[src/rtl/mstd_pkg.sv]
package mstd_pkg;

  typedef enum logic [1:0] {
    ST_IDLE    = 2'd0,
    ST_HUNT    = 2'd1,
    ST_COLLECT = 2'd2
  } mstd_state_e;

  localparam logic [1:0] MODE_W8 = 2'd0;
  localparam logic [1:0] MODE_W5 = 2'd1;
  localparam logic [1:0] MODE_W7 = 2'd2;

  localparam int NARROW_W = 5;
  localparam int MID_W    = 7;

endpackage

[src/rtl/mstd_bit_window.sv]
module mstd_bit_window #(
  parameter int CHAR_W = 8,
  parameter int WW     = 4
) (
  input  logic              clk,
  input  logic              rst_n,
  input  logic              clear,
  input  logic              bit_valid,
  input  logic              bit_data,
  input  logic [WW-1:0]     width,
  output logic [CHAR_W-1:0] win_nx,
  output logic              filled_nx
);

  logic [CHAR_W-1:0] sr_q, sr_d, sr_shift;
  logic [WW-1:0]     fill_q, fill_d, fill_inc, sh;

  always_comb begin
    sr_shift  = {bit_data, sr_q[CHAR_W-1:1]};
    sh        = WW'(CHAR_W) - width;
    win_nx    = sr_shift >> sh;
    fill_inc  = (fill_q == WW'(CHAR_W)) ? fill_q : fill_q + WW'(1);
    filled_nx = (fill_inc >= width);
    sr_d      = sr_q;
    fill_d    = fill_q;
    if (clear) begin
      sr_d   = '0;
      fill_d = '0;
    end else if (bit_valid) begin
      sr_d   = sr_shift;
      fill_d = fill_inc;
    end
  end

  always_ff @(posedge clk or negedge rst_n) begin
    if (!rst_n) begin
      sr_q   <= '0;
      fill_q <= '0;
    end else begin
      sr_q   <= sr_d;
      fill_q <= fill_d;
    end
  end

endmodule

[src/rtl/mstd_char_check.sv]
module mstd_char_check #(
  parameter int CHAR_W = 8,
  parameter int WW     = 4
) (
  input  logic [CHAR_W-1:0] ch,
  input  logic [WW-1:0]     width,
  output logic              par_ok,
  output logic [CHAR_W-1:0] data
);

  assign par_ok = ^ch;

  for (genvar g = 0; g < CHAR_W; g++) begin : g_mask
    assign data[g] = ch[g] & ((WW'(g) + WW'(1)) < width);
  end

endmodule

[src/rtl/mstd_fifo.sv]
module mstd_fifo #(
  parameter int W     = 8,
  parameter int DEPTH = 96,
  parameter int LW    = $clog2(DEPTH + 1)
) (
  input  logic         clk,
  input  logic         rst_n,
  input  logic         clear,
  input  logic         push,
  input  logic [W-1:0] push_data,
  input  logic         pop,
  output logic [W-1:0] rd_data,
  output logic         empty,
  output logic         full,
  output logic [LW-1:0] level
);

  localparam int PW = $clog2(DEPTH);

  logic [W-1:0]  mem [DEPTH];
  logic [PW-1:0] wr_q, wr_d, rd_q, rd_d;
  logic [LW-1:0] lvl_q, lvl_d;
  logic          do_push, do_pop;

  assign empty   = (lvl_q == '0);
  assign full    = (lvl_q == LW'(DEPTH));
  assign level   = lvl_q;
  assign rd_data = mem[rd_q];
  assign do_push = push && !full;
  assign do_pop  = pop && !empty;

  always_comb begin
    wr_d  = wr_q;
    rd_d  = rd_q;
    lvl_d = lvl_q;
    if (clear) begin
      wr_d  = '0;
      rd_d  = '0;
      lvl_d = '0;
    end else begin
      if (do_push) wr_d = (wr_q == PW'(DEPTH - 1)) ? '0 : wr_q + PW'(1);
      if (do_pop)  rd_d = (rd_q == PW'(DEPTH - 1)) ? '0 : rd_q + PW'(1);
      case ({do_push, do_pop})
        2'b10:   lvl_d = lvl_q + LW'(1);
        2'b01:   lvl_d = lvl_q - LW'(1);
        default: lvl_d = lvl_q;
      endcase
    end
  end

  always_ff @(posedge clk or negedge rst_n) begin
    if (!rst_n) begin
      wr_q  <= '0;
      rd_q  <= '0;
      lvl_q <= '0;
    end else begin
      wr_q  <= wr_d;
      rd_q  <= rd_d;
      lvl_q <= lvl_d;
    end
  end

  always_ff @(posedge clk) begin
    if (do_push && !clear) mem[wr_q] <= push_data;
  end

  // a push never meets a full store
  p_no_overflow_r9: assert property (@(posedge clk) disable iff (!rst_n)
    push |-> !full);

  // occupancy never passes the depth
  p_level_bound_r9: assert property (@(posedge clk) disable iff (!rst_n)
    lvl_q <= LW'(DEPTH));

endmodule

[src/rtl/mstd_track_decoder.sv]
module mstd_track_decoder
  import mstd_pkg::*;
#(
  parameter int CHAR_W     = 8,
  parameter int FIFO_DEPTH = 96,
  parameter int MAX_W8     = 72,
  parameter int MAX_W5     = 40,
  parameter int MAX_W7     = 79,
  parameter int CNT_W      = $clog2(FIFO_DEPTH + 1)
) (
  input  logic              clk,
  input  logic              rst_n,
  input  logic              cfg_we,
  input  logic [1:0]        cfg_mode,
  input  logic [CHAR_W-1:0] cfg_start,
  input  logic              arm,
  input  logic              irq_clr,
  input  logic              bit_valid,
  input  logic              bit_data,
  input  logic              card_end,
  input  logic              rd_en,
  output logic [CHAR_W-1:0] rd_data,
  output logic              rd_empty,
  output logic [CNT_W-1:0]  rd_level,
  output logic              irq,
  output logic              busy,
  output logic              parity_err,
  output logic              lrc_err
);

  localparam int WW = $clog2(CHAR_W + 1);

  mstd_state_e       st_q, st_d;
  logic [1:0]        mode_q, mode_d;
  logic [CHAR_W-1:0] start_q, start_d;
  logic [WW-1:0]     bcnt_q, bcnt_d;
  logic [CNT_W-1:0]  ccnt_q, ccnt_d;
  logic [CHAR_W-1:0] lrc_q, lrc_d;
  logic              irq_q, irq_d, perr_q, perr_d, lerr_q, lerr_d;

  logic [WW-1:0]     width;
  logic [CNT_W-1:0]  max_chars;
  logic [CHAR_W-1:0] wmask, win_nx, ch_data, lrc_next;
  logic              filled_nx, par_ok, push, clear, fifo_full;

  always_comb begin
    case (mode_q)
      MODE_W5: begin width = WW'(NARROW_W); max_chars = CNT_W'(MAX_W5); end
      MODE_W7: begin width = WW'(MID_W);    max_chars = CNT_W'(MAX_W7); end
      default: begin width = WW'(CHAR_W);   max_chars = CNT_W'(MAX_W8); end
    endcase
    wmask = {CHAR_W{1'b1}} >> (WW'(CHAR_W) - width);
  end

  mstd_bit_window #(.CHAR_W(CHAR_W), .WW(WW)) window_i (
    .clk       (clk),
    .rst_n     (rst_n),
    .clear     (clear),
    .bit_valid (bit_valid),
    .bit_data  (bit_data),
    .width     (width),
    .win_nx    (win_nx),
    .filled_nx (filled_nx)
  );

  mstd_char_check #(.CHAR_W(CHAR_W), .WW(WW)) check_i (
    .ch     (win_nx),
    .width  (width),
    .par_ok (par_ok),
    .data   (ch_data)
  );

  mstd_fifo #(.W(CHAR_W), .DEPTH(FIFO_DEPTH), .LW(CNT_W)) fifo_i (
    .clk       (clk),
    .rst_n     (rst_n),
    .clear     (clear),
    .push      (push),
    .push_data (win_nx),
    .pop       (rd_en),
    .rd_data   (rd_data),
    .empty     (rd_empty),
    .full      (fifo_full),
    .level     (rd_level)
  );

  assign lrc_next = lrc_q ^ ch_data;

  always_comb begin
    st_d    = st_q;
    mode_d  = mode_q;
    start_d = start_q;
    bcnt_d  = bcnt_q;
    ccnt_d  = ccnt_q;
    lrc_d   = lrc_q;
    irq_d   = irq_q;
    perr_d  = perr_q;
    lerr_d  = lerr_q;
    push    = 1'b0;
    clear   = 1'b0;

    if (cfg_we && st_q == ST_IDLE) begin
      mode_d  = cfg_mode;
      start_d = cfg_start;
    end
    if (irq_clr) irq_d = 1'b0;

    case (st_q)
      ST_IDLE: begin
        if (arm && !irq_q) begin
          clear  = 1'b1;
          st_d   = ST_HUNT;
          bcnt_d = '0;
          ccnt_d = '0;
          lrc_d  = '0;
          perr_d = 1'b0;
          lerr_d = 1'b0;
        end
      end
      ST_HUNT: begin
        if (bit_valid && filled_nx && win_nx == (start_q & wmask)) begin
          push   = 1'b1;
          st_d   = ST_COLLECT;
          bcnt_d = '0;
          ccnt_d = CNT_W'(1);
          lrc_d  = ch_data;
          if (!par_ok) perr_d = 1'b1;
        end
      end
      ST_COLLECT: begin
        if (bit_valid) begin
          if (bcnt_q == width - WW'(1)) begin
            push   = 1'b1;
            bcnt_d = '0;
            ccnt_d = ccnt_q + CNT_W'(1);
            lrc_d  = lrc_next;
            if (!par_ok) perr_d = 1'b1;
            if (ccnt_q + CNT_W'(1) == max_chars) begin
              st_d   = ST_IDLE;
              irq_d  = 1'b1;
              lerr_d = (lrc_next != '0);
            end
          end else begin
            bcnt_d = bcnt_q + WW'(1);
          end
        end else if (card_end) begin
          st_d   = ST_IDLE;
          irq_d  = 1'b1;
          lerr_d = (lrc_q != '0);
        end
      end
      default: st_d = ST_IDLE;
    endcase
  end

  always_ff @(posedge clk or negedge rst_n) begin
    if (!rst_n) begin
      st_q    <= ST_IDLE;
      mode_q  <= MODE_W8;
      start_q <= '0;
      bcnt_q  <= '0;
      ccnt_q  <= '0;
      lrc_q   <= '0;
      irq_q   <= 1'b0;
      perr_q  <= 1'b0;
      lerr_q  <= 1'b0;
    end else begin
      st_q    <= st_d;
      mode_q  <= mode_d;
      start_q <= start_d;
      bcnt_q  <= bcnt_d;
      ccnt_q  <= ccnt_d;
      lrc_q   <= lrc_d;
      irq_q   <= irq_d;
      perr_q  <= perr_d;
      lerr_q  <= lerr_d;
    end
  end

  assign irq        = irq_q;
  assign busy       = (st_q != ST_IDLE);
  assign parity_err = perr_q;
  assign lrc_err    = lerr_q;

  // configuration holds while a card is in progress
  p_cfg_hold_r1: assert property (@(posedge clk) disable iff (!rst_n)
    (st_q != ST_IDLE) |=> ($stable(mode_q) && $stable(start_q)));

  // an arm request with the interrupt pending leaves the block idle
  p_arm_refused_r3: assert property (@(posedge clk) disable iff (!rst_n)
    (irq_q && arm && st_q == ST_IDLE) |=> (st_q == ST_IDLE));

  // bit position inside a character stays below the width
  p_bit_pos_r4: assert property (@(posedge clk) disable iff (!rst_n)
    (st_q == ST_COLLECT) |-> (bcnt_q < width));

  // collection never sits at or past the character limit
  p_char_limit_r6: assert property (@(posedge clk) disable iff (!rst_n)
    (st_q == ST_COLLECT) |-> (ccnt_q < max_chars && ccnt_q != '0));

endmodule

[config.mk]
export PLATFORM = sky130hd
export DESIGN_NAME = mstd_track_decoder
export DESIGN_NICKNAME = d
export VERILOG_FILES = /design/src/rtl/mstd_pkg.sv /design/src/rtl/mstd_bit_window.sv /design/src/rtl/mstd_char_check.sv /design/src/rtl/mstd_fifo.sv /design/src/rtl/mstd_track_decoder.sv
export SDC_FILE = /design/constraint.sdc
export NUM_CORES = 1
export LEC_CHECK = 0
export BUFFER_PORTS_ARGS = -buffer_cell sky130_fd_sc_hd__buf_2
export CAP_MARGIN = 20
export CORE_ASPECT_RATIO = 0.6
export CORE_MARGIN = 2
export CORE_UTILIZATION = 25
export CTS_CLUSTER_SIZE = 8
export DETAILED_ROUTE_END_ITERATION = 10
export SLEW_MARGIN = 20
export SYNTH_ARGS = -nofsm -noshare
export SYNTH_HDL_FRONTEND = slang
export SYNTH_SLANG_ARGS = --single-unit
[constraint.sdc]
create_clock -name clk -period 9.9 [get_ports clk]
set_input_delay 1.98 -clock clk [delete_from_list [all_inputs] [get_ports clk]]
set_output_delay 1.98 -clock clk [all_outputs]
set_load 0.01 [all_outputs]
==> out/summary.txt <==
run status: completed
clk buf depth: 3
Residual DRC: 0
Clock Skew: 34.5 ps
total of max-cap violations: 0
setup TNS: 0 ps
chip width: 481 um
Layout area overhead: 16.0%
nets: 1855
1st-pass router iterations: 5
final setup fails: 0
fin crit period: 6500 ps
FF-to-FF path depth: 18
Post-Synthesis Cells: 1727
post-synth cell types: 71
Slew @ Worst Pin: 1030 ps
crit path kind: flip-flop to output port
layout cells sized above 1: 0.259
DR WL/cell: 23.5 um
CP arrival: 4520 ps
layout filler cell count: 13300
Post-DRT Antenna Nets: 0
Crit Path Max Fanout: 48
All-Layer GR Usage: 0.122
Crit. End Element: output port
CTS clk-pin slew, worst paths: 60 ps
clk_lat worst skew: 700 ps
routed vias/inst: 4.74
# H-tree levels: 3
initial antenna violation count: 7
# hold bufs at CTS: 0
Max-slew headroom: 0.311
drt initial violations: 2415
gpl congestion: 0.821
Vias: 17400
Mapped Area: 34200 um^2
final core utilization: 0.291
Setup WS pre-CTS: 3550 ps
clock root cell: clkbuf_16
DIE AREA: 140000 um^2
clock buffers created by TritonCTS: 114
Hold EP: ccnt_q[6]
FF-to-FF Start: mode_q[1]
TritonCTS Sinks: 834
P per Cell Area: 305 nW/um^2
r2r setup slk: 4250 ps
Worst Setup Start Kind: flip-flop
cell taking the most area after synthesis: edfxtp_1
Tot Pwr: 0.0121 W
core box area: 136000 um^2
Post-Route WL: 86.1 mm
Worst VDD drop: 0.203 mV
Syn Area/Cell: 19.8 um^2
HPWL Detailed: 53.7 mm
routing usage on met2: 0.163
Critical path origin: fifo_i.rd_q[0]
GRT met1 Usage: 0.182
post-synthesis sequential area ratio: 0.723
endpoints failing hold: 0
aggregate global routing overflow: 0
vias in the first global route: 17500
gr busiest metal: met1
# IOs: 39
CTS tree: yes
post-CTS sizing: 0
hold path cells: 1
Tightest Hold Check Type: flip-flop to flip-flop
row count: 105
Yosys reg bits: 834
Max Freq: 154 MHz
dominant cells by area after synthesis: edfxtp_1 (68%), mux4_2 (16%), dfrtp_1 (4.8%)
P_leak: 12.3 nW
Syn. warnings: 0
Synth async-reset ratio: 0.0791
Synthesized Nets: 1767
RSZ-0062 raised after global routing: no
Final Cycle Share: 0.657
required time of the critical path: 7920 ps
met3 usage: 0.0545
Slew Limit Fails: 0
FF-to-FF End: fifo_i.level[6]
Setup Fix Bufs, Post-CTS: 0
hold path startpoint: ccnt_q[6]
largest net degree at the start of global routing: 125
post-synth top area share: 0.675
PortBufs: 38
Initial Util: 0.251
die height: 290 um
Post-synth EDFFs: 768
Setup WS post-layout: 3400 ps
first-pass GRT wire length: 126 mm
top_reg_cell synth: edfxtp_1
[flip-flops by register name, indices dropped and copies added (netlist names), 4 cells and up]
signal and count:
bcnt_q 4, ccnt_q 7, fifo_i.level 7, fifo_i.mem 768
fifo_i.rd_q 7, fifo_i.wr_q 7, lrc_q 8, start_q 8
window_i.fill_q 4, window_i.sr_q 7
[logic make-up (layout without fill, tap and decap cells)]
kind of cell,Yosys count,in the layout,share of synthesized area
buffers and inverters,118,236,0.0151
adders and majority gates,21,21,0.00791
other,0,1,0
DFF,834,834,0.723
xor gates and xnor gates,37,37,0.0105
and+or+nand+nor,303,303,0.0410
muxes,294,294,0.178
AOI/OAI and AO/OA,120,120,0.0237
[critical path, cell delays in order, from the launching register on]
cell and delay (ps):
dfrtp_4 790, buf_4 840, mux4_2 610, mux4_2 490
mux4_2 490, nor2_1 210, a21oi_1 110, buf_2 200
[Yosys cell counts (4+ instances only)]
| master | n |
|---|---|
| a32o_1 | 7 |
| ha_1 | 20 |
| nor3_1 | 7 |
| dfrtp_1 | 66 |
| mux2_2 | 16 |
| a21o_1 | 4 |
| xnor2_1 | 16 |
| a21boi_0 | 4 |
| o31ai_1 | 7 |
| clkbuf_1 | 45 |
| a31oi_1 | 4 |
| buf_4 | 4 |
| and3_1 | 7 |
| xor2_1 | 18 |
| nand2_1 | 66 |
| nand4_1 | 10 |
| edfxtp_1 | 768 |
| buf_1 | 9 |
| nand2b_1 | 6 |
| mux4_2 | 250 |
| buf_2 | 29 |
| a21oi_1 | 26 |
| and2_1 | 4 |
| nand3_1 | 13 |
| nor2b_1 | 14 |
| nor2_1 | 145 |
| inv_1 | 27 |
| mux2i_1 | 28 |
| o21ai_0 | 36 |
[worst max path at each step]
stage | slack [ps] | depth (start not counted) | endpoint
global placement | 3460 | 17 | fifo_i.level[6]
floorplan | 4670 | 18 | fifo_i.level[6]
finish | 3400 | 7 | rd_data[6]
CTS | 2810 | 7 | rd_data[3]
global route | 3120 | 7 | rd_data[3]
detailed placement | 3550 | 17 | fifo_i.level[6]
[metrics by stage]
stage,instances,instance area (um^2),hold WS [ps]
4_1_cts,3663,39600,506
6_report,3665,39600,516
5_1_grt,3664,39600,516
3_3_place_gp,3515,36500,468
3_5_place_dp,3517,36500,497
2_1_floorplan,1727,34200,446
[cell usage in the layout, fill, tap and decap left out, types with 4 or more instances in the layout]
cell and n:
edfxtp_1 768, mux4_2 248, nor2_1 144, clkbuf_16 116, nand2_1 65, dfrtp_1 62
buf_2 37, o21ai_0 36, mux2i_1 28, inv_1 25, clkbuf_1 24, a21oi_1 23
ha_1 20, buf_4 20, xor2_1 18, mux2_2 16, xnor2_1 16, nor2b_1 14
nand3_1 12, nand4_1 10, nor3_1 7, and3_1 7, o31ai_1 7, a32o_1 7
nand2b_1 6, a21boi_0 4, a31oi_1 4, and2_1 4, a21o_1 4, inv_6 4
[report_power, final]
| part | leakage (nW) | total [W] | switching [W] | internal [W] |
|---|---|---|---|---|
| clock | 1.49 | 0.00347 | 0.00139 | 0.00207 |
| sequential | 7.80 | 0.00485 | 0.000161 | 0.00469 |
| combinational | 3.05 | 0.00376 | 0.00241 | 0.00136 |
[metal layers]
layer / wire (um) / share of wire
met4: 1250 / 0.015
met3: 10500 / 0.12
met1: 38800 / 0.45
met5: 11 / 0.00013
met2: 35500 / 0.41
[area by class of cell]
| cell class | instances | area (um^2) | area share |
|---|---|---|---|
| clock buffers | 140 | 2990 | 0.0756 |
| inverters | 28 | 105 | 0.00265 |
| repair buffers | 62 | 450 | 0.0114 |
| diodes | 1 | 2.50 | 0.0000632 |
| flip-flops and latches | 834 | 24700 | 0.624 |
| clock inverters | 6 | 72.6 | 0.00183 |
| multi-input cells | 775 | 8980 | 0.227 |
| well taps | 1819 | 2280 | 0.0575 |
Note: power is estimated with default switching activity, not from simulation.
